$ cat config.mk
export PLATFORM = sky130hd
export DESIGN_NAME = dct_timer_unit
export DESIGN_NICKNAME = d
export VERILOG_FILES = /design/src/rtl/dct_pkg.sv /design/src/rtl/dct_prescaler.sv /design/src/rtl/dct_channel.sv /design/src/rtl/dct_regbus.sv /design/src/rtl/dct_timer_unit.sv
export SDC_FILE = /design/constraint.sdc
export NUM_CORES = 1
export LEC_CHECK = 0
export CORE_MARGIN = 1
export CORE_UTILIZATION = 50
export CTS_CLUSTER_SIZE = 30
export DETAILED_ROUTE_END_ITERATION = 7
export GPL_TIMING_DRIVEN = 0
export PLACE_DENSITY = 0.79
export SYNTH_ARGS = -nofsm -noshare
export SYNTH_HDL_FRONTEND = slang
export SYNTH_SLANG_ARGS = --single-unit
export TNS_END_PERCENT = 30
$ cat constraint.sdc
create_clock -name clk -period 9.9 [get_ports clk]
set_input_delay 1.98 -clock clk [delete_from_list [all_inputs] [get_ports clk]]
set_output_delay 1.98 -clock clk [all_outputs]
set_load 0.01 [all_outputs]
$ cat src/rtl/dct_pkg.sv
package dct_pkg;
  localparam int unsigned DATA_W   = 32;
  localparam int unsigned CTRL_W   = 16;
  localparam int unsigned SEL_W    = 3;
  localparam int unsigned PRE_W    = 8;
  localparam int unsigned RUN_W    = 8;
  localparam int unsigned FLAG_BIT = 8;
  localparam int unsigned IE_BIT   = 5;

  localparam int unsigned START_ADDR = 0;
  localparam int unsigned CH_BASE    = 4;
  localparam int unsigned CH_STRIDE  = 12;
  localparam int unsigned OFF_RELOAD = 0;
  localparam int unsigned OFF_COUNT  = 4;
  localparam int unsigned OFF_CTRL   = 8;

  typedef enum logic [1:0] {
    SZ_BYTE = 2'd0,
    SZ_WORD = 2'd1,
    SZ_LONG = 2'd2,
    SZ_WIDE = 2'd3
  } xfer_size_e;

  // Replace only the lanes covered by the transfer size.
  function automatic logic [DATA_W-1:0] lane_merge(
    input logic [DATA_W-1:0] old_v,
    input logic [DATA_W-1:0] new_v,
    input xfer_size_e        sz
  );
    logic [DATA_W-1:0] res;
    case (sz)
      SZ_BYTE: res = {old_v[DATA_W-1:8],  new_v[7:0]};
      SZ_WORD: res = {old_v[DATA_W-1:16], new_v[15:0]};
      default: res = new_v;
    endcase
    return res;
  endfunction

  // Terminal prescaler count: (4 << 2*sel) - 1, reserved selects fall back to 3.
  function automatic logic [PRE_W-1:0] div_limit(input logic [SEL_W-1:0] sel);
    logic [PRE_W:0] full;
    logic [PRE_W:0] lim;
    if (sel[2]) full = (PRE_W+1)'(4);
    else        full = (PRE_W+1)'(4) << {sel[1:0], 1'b0};
    lim = full - (PRE_W+1)'(1);
    return lim[PRE_W-1:0];
  endfunction
endpackage

$ cat src/rtl/dct_prescaler.sv
module dct_prescaler
  import dct_pkg::*;
(
  input  logic             clk,
  input  logic             rst_n,
  input  logic             run,
  input  logic [SEL_W-1:0] sel,
  output logic             tick
);
  logic [PRE_W-1:0] pre_q, pre_d, lim;

  always_comb begin
    lim  = div_limit(sel);
    tick = run && (pre_q >= lim);
    if (!run || tick) pre_d = '0;
    else              pre_d = pre_q + PRE_W'(1);
  end

  always_ff @(posedge clk or negedge rst_n) begin
    if (!rst_n) pre_q <= '0;
    else        pre_q <= pre_d;
  end

  // ticks are at least four module clocks apart
  p_tick_gap_r5: assert property (@(posedge clk) disable iff (!rst_n)
    tick |=> !tick);
  // a halted channel never ticks and restarts its division from zero
  p_halt_clear_r4: assert property (@(posedge clk) disable iff (!rst_n)
    !run |=> (pre_q == '0));
endmodule

$ cat src/rtl/dct_channel.sv
module dct_channel
  import dct_pkg::*;
(
  input  logic              clk,
  input  logic              rst_n,
  input  logic              run,
  input  logic              reload_we,
  input  logic              count_we,
  input  logic              ctrl_we,
  input  logic [DATA_W-1:0] wdata,
  input  xfer_size_e        wsize,
  output logic [DATA_W-1:0] reload_q,
  output logic [DATA_W-1:0] count_q,
  output logic [CTRL_W-1:0] ctrl_rd,
  output logic              irq
);
  logic              tick, underflow, flag_clr;
  logic [DATA_W-1:0] reload_d, count_d;
  logic [SEL_W-1:0]  sel_q, sel_d;
  logic              ie_q, ie_d, flag_q, flag_d, hold_q, hold_d;

  dct_prescaler u_pre (
    .clk  (clk),
    .rst_n(rst_n),
    .run  (run),
    .sel  (sel_q),
    .tick (tick)
  );

  always_comb begin
    underflow = tick && (count_q == '0) && !hold_q;
    flag_clr  = ctrl_we && (wsize != SZ_BYTE) && !wdata[FLAG_BIT];

    reload_d = reload_q;
    if (reload_we) reload_d = lane_merge(reload_q, wdata, wsize);

    count_d = count_q;
    if (count_we)                       count_d = lane_merge(count_q, wdata, wsize);
    else if (underflow)                 count_d = reload_q;
    else if (tick && count_q != '0)     count_d = count_q - DATA_W'(1);

    hold_d = hold_q;
    if (count_we || reload_we)              hold_d = 1'b0;
    else if (underflow && reload_q == '0)   hold_d = 1'b1;

    sel_d = sel_q;
    ie_d  = ie_q;
    if (ctrl_we) begin
      sel_d = wdata[SEL_W-1:0];
      ie_d  = wdata[IE_BIT];
    end

    flag_d = flag_q;
    if (underflow)     flag_d = 1'b1;
    else if (flag_clr) flag_d = 1'b0;

    ctrl_rd = '0;
    ctrl_rd[SEL_W-1:0] = sel_q;
    ctrl_rd[IE_BIT]    = ie_q;
    ctrl_rd[FLAG_BIT]  = flag_q;
    irq = flag_q && ie_q;
  end

  always_ff @(posedge clk or negedge rst_n) begin
    if (!rst_n) begin
      reload_q <= '0;
      count_q  <= '0;
      sel_q    <= '0;
      ie_q     <= 1'b1;
      flag_q   <= 1'b0;
      hold_q   <= 1'b0;
    end else begin
      reload_q <= reload_d;
      count_q  <= count_d;
      sel_q    <= sel_d;
      ie_q     <= ie_d;
      flag_q   <= flag_d;
      hold_q   <= hold_d;
    end
  end

  // a plain tick decrements by one
  p_decrement_r6: assert property (@(posedge clk) disable iff (!rst_n)
    (tick && count_q != '0 && !count_we) |=> (count_q == $past(count_q) - DATA_W'(1)));
  // underflow loads the reload value
  p_reload_r6: assert property (@(posedge clk) disable iff (!rst_n)
    (underflow && !count_we) |=> (count_q == $past(reload_q)));
  // underflow always leaves the flag set, even against a clear
  p_flag_set_r7: assert property (@(posedge clk) disable iff (!rst_n)
    underflow |=> flag_q);
  // a raised interrupt stays high until the control word is written
  p_irq_hold_r8: assert property (@(posedge clk) disable iff (!rst_n)
    (irq && !ctrl_we) |=> irq);
  // a halted counter holds unless written
  p_halt_hold_r4: assert property (@(posedge clk) disable iff (!rst_n)
    (!run && !count_we) |=> $stable(count_q));
  // a spent one-shot channel keeps its counter at rest
  p_oneshot_r9: assert property (@(posedge clk) disable iff (!rst_n)
    (hold_q && !count_we && !reload_we) |=> ($stable(count_q) && $stable(hold_q)));
  // a counter write lands even when a tick coincides
  p_write_wins_r10: assert property (@(posedge clk) disable iff (!rst_n)
    (count_we && wsize != SZ_BYTE && wsize != SZ_WORD) |=> (count_q == $past(wdata)));
endmodule

$ cat src/rtl/dct_regbus.sv
module dct_regbus
  import dct_pkg::*;
#(
  parameter int unsigned NCH    = 3,
  parameter int unsigned ADDR_W = 8
) (
  input  logic                         clk,
  input  logic                         rst_n,
  input  logic [ADDR_W-1:0]            bus_addr,
  input  logic                         bus_wr,
  input  logic [NCH-1:0]               run_q,
  input  logic [NCH-1:0][DATA_W-1:0]   reload_v,
  input  logic [NCH-1:0][DATA_W-1:0]   count_v,
  input  logic [NCH-1:0][CTRL_W-1:0]   ctrl_v,
  output logic                         start_we,
  output logic [NCH-1:0]               reload_we,
  output logic [NCH-1:0]               count_we,
  output logic [NCH-1:0]               ctrl_we,
  output logic [DATA_W-1:0]            rdata
);
  assign start_we = bus_wr && (bus_addr == ADDR_W'(START_ADDR));

  for (genvar n = 0; n < NCH; n++) begin : g_dec
    localparam int unsigned BASE = CH_BASE + CH_STRIDE * n;
    assign reload_we[n] = bus_wr && (bus_addr == ADDR_W'(BASE + OFF_RELOAD));
    assign count_we[n]  = bus_wr && (bus_addr == ADDR_W'(BASE + OFF_COUNT));
    assign ctrl_we[n]   = bus_wr && (bus_addr == ADDR_W'(BASE + OFF_CTRL));
  end

  always_comb begin
    rdata = '0;
    if (bus_addr == ADDR_W'(START_ADDR)) rdata = DATA_W'(run_q);
    for (int n = 0; n < NCH; n++) begin
      if (bus_addr == ADDR_W'(CH_BASE + CH_STRIDE * n + OFF_RELOAD)) rdata = reload_v[n];
      if (bus_addr == ADDR_W'(CH_BASE + CH_STRIDE * n + OFF_COUNT))  rdata = count_v[n];
      if (bus_addr == ADDR_W'(CH_BASE + CH_STRIDE * n + OFF_CTRL))   rdata = DATA_W'(ctrl_v[n]);
    end
  end

  // one address selects at most one register
  p_single_target_r2: assert property (@(posedge clk) disable iff (!rst_n)
    $onehot0({start_we, reload_we, count_we, ctrl_we}));
endmodule

$ cat src/rtl/dct_timer_unit.sv
module dct_timer_unit
  import dct_pkg::*;
#(
  parameter int unsigned NCH    = 3,
  parameter int unsigned ADDR_W = 8
) (
  input  logic              clk,
  input  logic              rst_n,
  input  logic [ADDR_W-1:0] bus_addr,
  input  logic              bus_wr,
  input  logic [1:0]        bus_size,
  input  logic [DATA_W-1:0] bus_wdata,
  output logic [DATA_W-1:0] bus_rdata,
  output logic [NCH-1:0]    irq
);
  logic [1:0]                 rs_q;
  logic                       rst_sync_n;
  logic [NCH-1:0]             run_q, run_d;
  logic                       start_we;
  logic [NCH-1:0]             reload_we, count_we, ctrl_we;
  logic [NCH-1:0][DATA_W-1:0] reload_v, count_v;
  logic [NCH-1:0][CTRL_W-1:0] ctrl_v;
  xfer_size_e                 wsize;

  assign wsize = xfer_size_e'(bus_size);

  always_ff @(posedge clk or negedge rst_n) begin
    if (!rst_n) rs_q <= '0;
    else        rs_q <= {rs_q[0], 1'b1};
  end
  assign rst_sync_n = rs_q[1];

  always_comb begin
    run_d = run_q;
    if (start_we) run_d = bus_wdata[NCH-1:0];
  end

  always_ff @(posedge clk or negedge rst_sync_n) begin
    if (!rst_sync_n) run_q <= '0;
    else             run_q <= run_d;
  end

  dct_regbus #(.NCH(NCH), .ADDR_W(ADDR_W)) u_bus (
    .clk      (clk),
    .rst_n    (rst_sync_n),
    .bus_addr (bus_addr),
    .bus_wr   (bus_wr),
    .run_q    (run_q),
    .reload_v (reload_v),
    .count_v  (count_v),
    .ctrl_v   (ctrl_v),
    .start_we (start_we),
    .reload_we(reload_we),
    .count_we (count_we),
    .ctrl_we  (ctrl_we),
    .rdata    (bus_rdata)
  );

  for (genvar n = 0; n < NCH; n++) begin : g_ch
    dct_channel u_ch (
      .clk      (clk),
      .rst_n    (rst_sync_n),
      .run      (run_q[n]),
      .reload_we(reload_we[n]),
      .count_we (count_we[n]),
      .ctrl_we  (ctrl_we[n]),
      .wdata    (bus_wdata),
      .wsize    (wsize),
      .reload_q (reload_v[n]),
      .count_q  (count_v[n]),
      .ctrl_rd  (ctrl_v[n]),
      .irq      (irq[n])
    );
  end

  // run bits change only through a run-register write
  p_run_stable_r4: assert property (@(posedge clk) disable iff (!rst_sync_n)
    !start_we |=> $stable(run_q));
  initial p_nch_fits_r2: assert (NCH >= 1 && NCH <= RUN_W);
endmodule

==> flow_metrics.tcl <==
set metrics [dict create \
    number_of_buffers_inserted_by_hold_repair_at_cts 0 \
    clock_tree_from_tritoncts "done" \
    post_cts.repair.setup_buffers 0 \
    postSynthCellCount 1555 \
    grt_antenna_before_repair 0 \
    outcome "complete, no violations" \
    finalWeightedCongestion 0.989 \
    hold_ws_ns 0.362 \
    power_leakage_uw 0.00701 \
    critPathLaunchType "primary input" \
    layout_commonest_cell "dfrtp_1" \
    die_w_um 171 \
    reg2reg_slack_ns 5.68 \
    post_cts.resized_instances 0 \
    ant_nets 0 \
    slew-limit-headroom_pct 5.77 \
    crit_fanout 10 \
    final_util_pct 59.0 \
    synth_area_per_cell_um2 9.24 \
    grt_pass1_wl_mm 76.9 \
    worst_reg2reg_path_startpoint "g_ch[1].u_ch.count_q[0]" \
    port_buffers 72 \
    cts-htree-levels 1 \
    rr_endpoint "g_ch[1].u_ch.count_q[30]" \
    clock-root-buffer "clkbuf_16" \
    cts_num_sinks 239 \
    synth_top_area_share_pct 41.1 \
    drc 0 \
    layout_cell_share_with_drive_strength_beyond_1_pct 10.7 \
    hold_class "reg2async" \
    mappedNetlistNets 1624 \
    ctsLongestPathBuffers 3 \
    grt_usage_pct 34.7 \
    post_drt_via_cell_ratio 6.80 \
    maxSlewViolCount 0 \
    core_box_area_um2 28000 \
    peakVddDrop_uv 132 \
    maximum_number_of_pins_on_one_net_before_global_route_repair 60 \
    clk_transition_reported_paths_ns 0.05 \
    routed-via-count 14000 \
    synth_enable_flop_cells 0 \
    yosys_top_cell_by_area "dfrtp_1" \
    grt_pass1_vias 13200 \
    ios 80 \
    number_of_synthesized_register_bits 239 \
    worst_ep_arrival_time_ns 6.06 \
    post-route-min-period_ns 8.04 \
    netlist_area_um2 14400 \
    clkLatencyLatePin_ns 0.55 \
    routed_wl_mm 50.5 \
    timing_hold_violations_final 0 \
    syn2layout_area_growth_pct 15.1 \
    globalRoute.totalOverflow 0 \
    post-route-period-util_pct 81.2 \
    timing_worst_slew_pin_value_ns 1.39 \
    worstSetupEndpointType "primary output" \
    nets 1729 \
    initial_core_util_pct 51.3 \
    vertical_die_dimension_um 171 \
    r2r.worst_path.cells 10 \
    asyncSetResetFlopFracSynth_pct 100 \
    fmax_mhz 124 \
    timing.setup.critical_path_class "in2out" \
    post_drt_wl_per_cell_um 24.6 \
    yosys-top-cells-area "dfrtp_1 41%, mux2_2 8.7%, o21ai_0 4.4%, a21oi_1 3.8%, nor2_1 3.3%" \
    power_density_nw_per_um2 137 \
    yosysWarnings 0 \
    yosys.cell_types.count 70 \
    cts-buffers-inserted 27 \
    synth.yosys.seq_area_share_pct 41.7 \
    fp-row-count 61 \
    max-cap-violations 0 \
    design.die.area_um2 29400 \
    grt_setup_unrepaired "false" \
    dpl.hpwl_mm 37.7 \
    clock_skew_ns 0.0123 \
    final-setup-viol-count 0 \
    dominantRegCellSynth "dfrtp_1" \
    most-common-layout-cells "235 x dfrtp_1, 127 x nor2_1, 125 x o21ai_0" \
    required_time_of_the_critical_path_ns 7.92 \
    detail_route.iter0.violations 2205 \
    fin_tns_setup_ns 0 \
    firstDrtPassIters 6 \
]
[layout make-up]
class | count | area [um2]
clock buffers | 41 | 788
plain buffers | 94 | 385
multi-input cells | 1205 | 7930
flip-flops and latches | 239 | 5990
inverters | 17 | 63.8
well taps | 378 | 473
repair buffers | 76 | 823
clock inverters | 5 | 75.1
fillers | 2457 | 11500
diodes | 1 | 2.50
[synth_stat cells, types with 36 or more instances]
library cell,instances
dfrtp_1,236
nor2_1,127
o21ai_0,125
nand2_1,120
mux2_2,111
a21oi_1,108
clkbuf_1,81
nor4_1,53
o211ai_1,48
nor3_1,44
xor2_1,42
nand3_1,38
xnor2_1,36
[report_power, final]
group | leakage, uW | switching [uW] | total, uW | internal [uW]
clock network | 0.000425 | 403 | 997 | 594
logic | 0.00344 | 119 | 201 | 81.9
registers | 0.00315 | 57.5 | 1070 | 1010
[registers in the layout, indices dropped and copies added, names as in the netlist]
signal	count
g_ch.u_ch.hold_q	3
g_ch.u_ch.u_pre.pre_q	24
g_ch.u_ch.ie_q	3
run_q	3
g_ch.u_ch.flag_q	3
g_ch.u_ch.sel_q	9
rs_q	2
g_ch.u_ch.count_q	96
g_ch.u_ch.reload_q	96
[worst max-delay path, cell delays in order]
cell and delay, ns:
clkdlybuf4s50_1 0.49, nor4b_1 1.20, and2_0 0.24, clkbuf_1 0.26, clkbuf_1 0.57, a221o_1 0.20
a21oi_1 0.07, o21ai_0 0.41, clkdlybuf4s50_1 0.62
[through the flow]
stage	std cells	area, um2	worst slack (ns)	power [uW]
floorplan	1555	14400	2.75	1180
global placement	2005	15600	-0.0973	1270
detailed placement	2009	15700	2.14	1280
CTS	2055	16500	2.10	2270
global route	2055	16500	1.75	2330
finish	2056	16500	1.86	2270
[routing by layer]
layer | wire [um] | vias to the layer above | global-route usage (%)
li1 | - | 6079 | -
met1 | 20400 | 6784 | 49.0
met2 | 21900 | 940 | 51.8
met3 | 5590 | 183 | 5.89
met4 | 2640 | 0 | 16.3
met5 | 0 | - | 0
[cells by family (layout without fill, tap and decap cells)]
group | after synthesis | in the layout | synth area share [%]
muxes | 125 | 125 | 9.68
and+or+nand+nor | 508 | 508 | 17.8
buffers and inverters | 111 | 233 | 3.13
DFF | 239 | 239 | 41.7
adders and majority gates | 24 | 24 | 2.09
AOI/OAI and AO/OA | 469 | 469 | 20.8
xor gates and xnor gates | 78 | 78 | 4.76
other | 1 | 2 | 0.0261
[how the worst max path moves through the flow]
stage / from / endpoint / slack, ns
finish: bus_addr[1] / bus_rdata[16] / 1.86
global route: bus_addr[2] / bus_rdata[22] / 1.75
CTS: bus_addr[2] / bus_rdata[18] / 2.10
detailed placement: bus_addr[1] / bus_rdata[16] / 2.14
global placement: rs_q[1] / g_ch[2].u_ch.u_pre.pre_q[6] / -0.1
floorplan: rs_q[1] / g_ch[0].u_ch.count_q[0] / 2.75
Note: power is estimated with default switching activity, not from simulation.
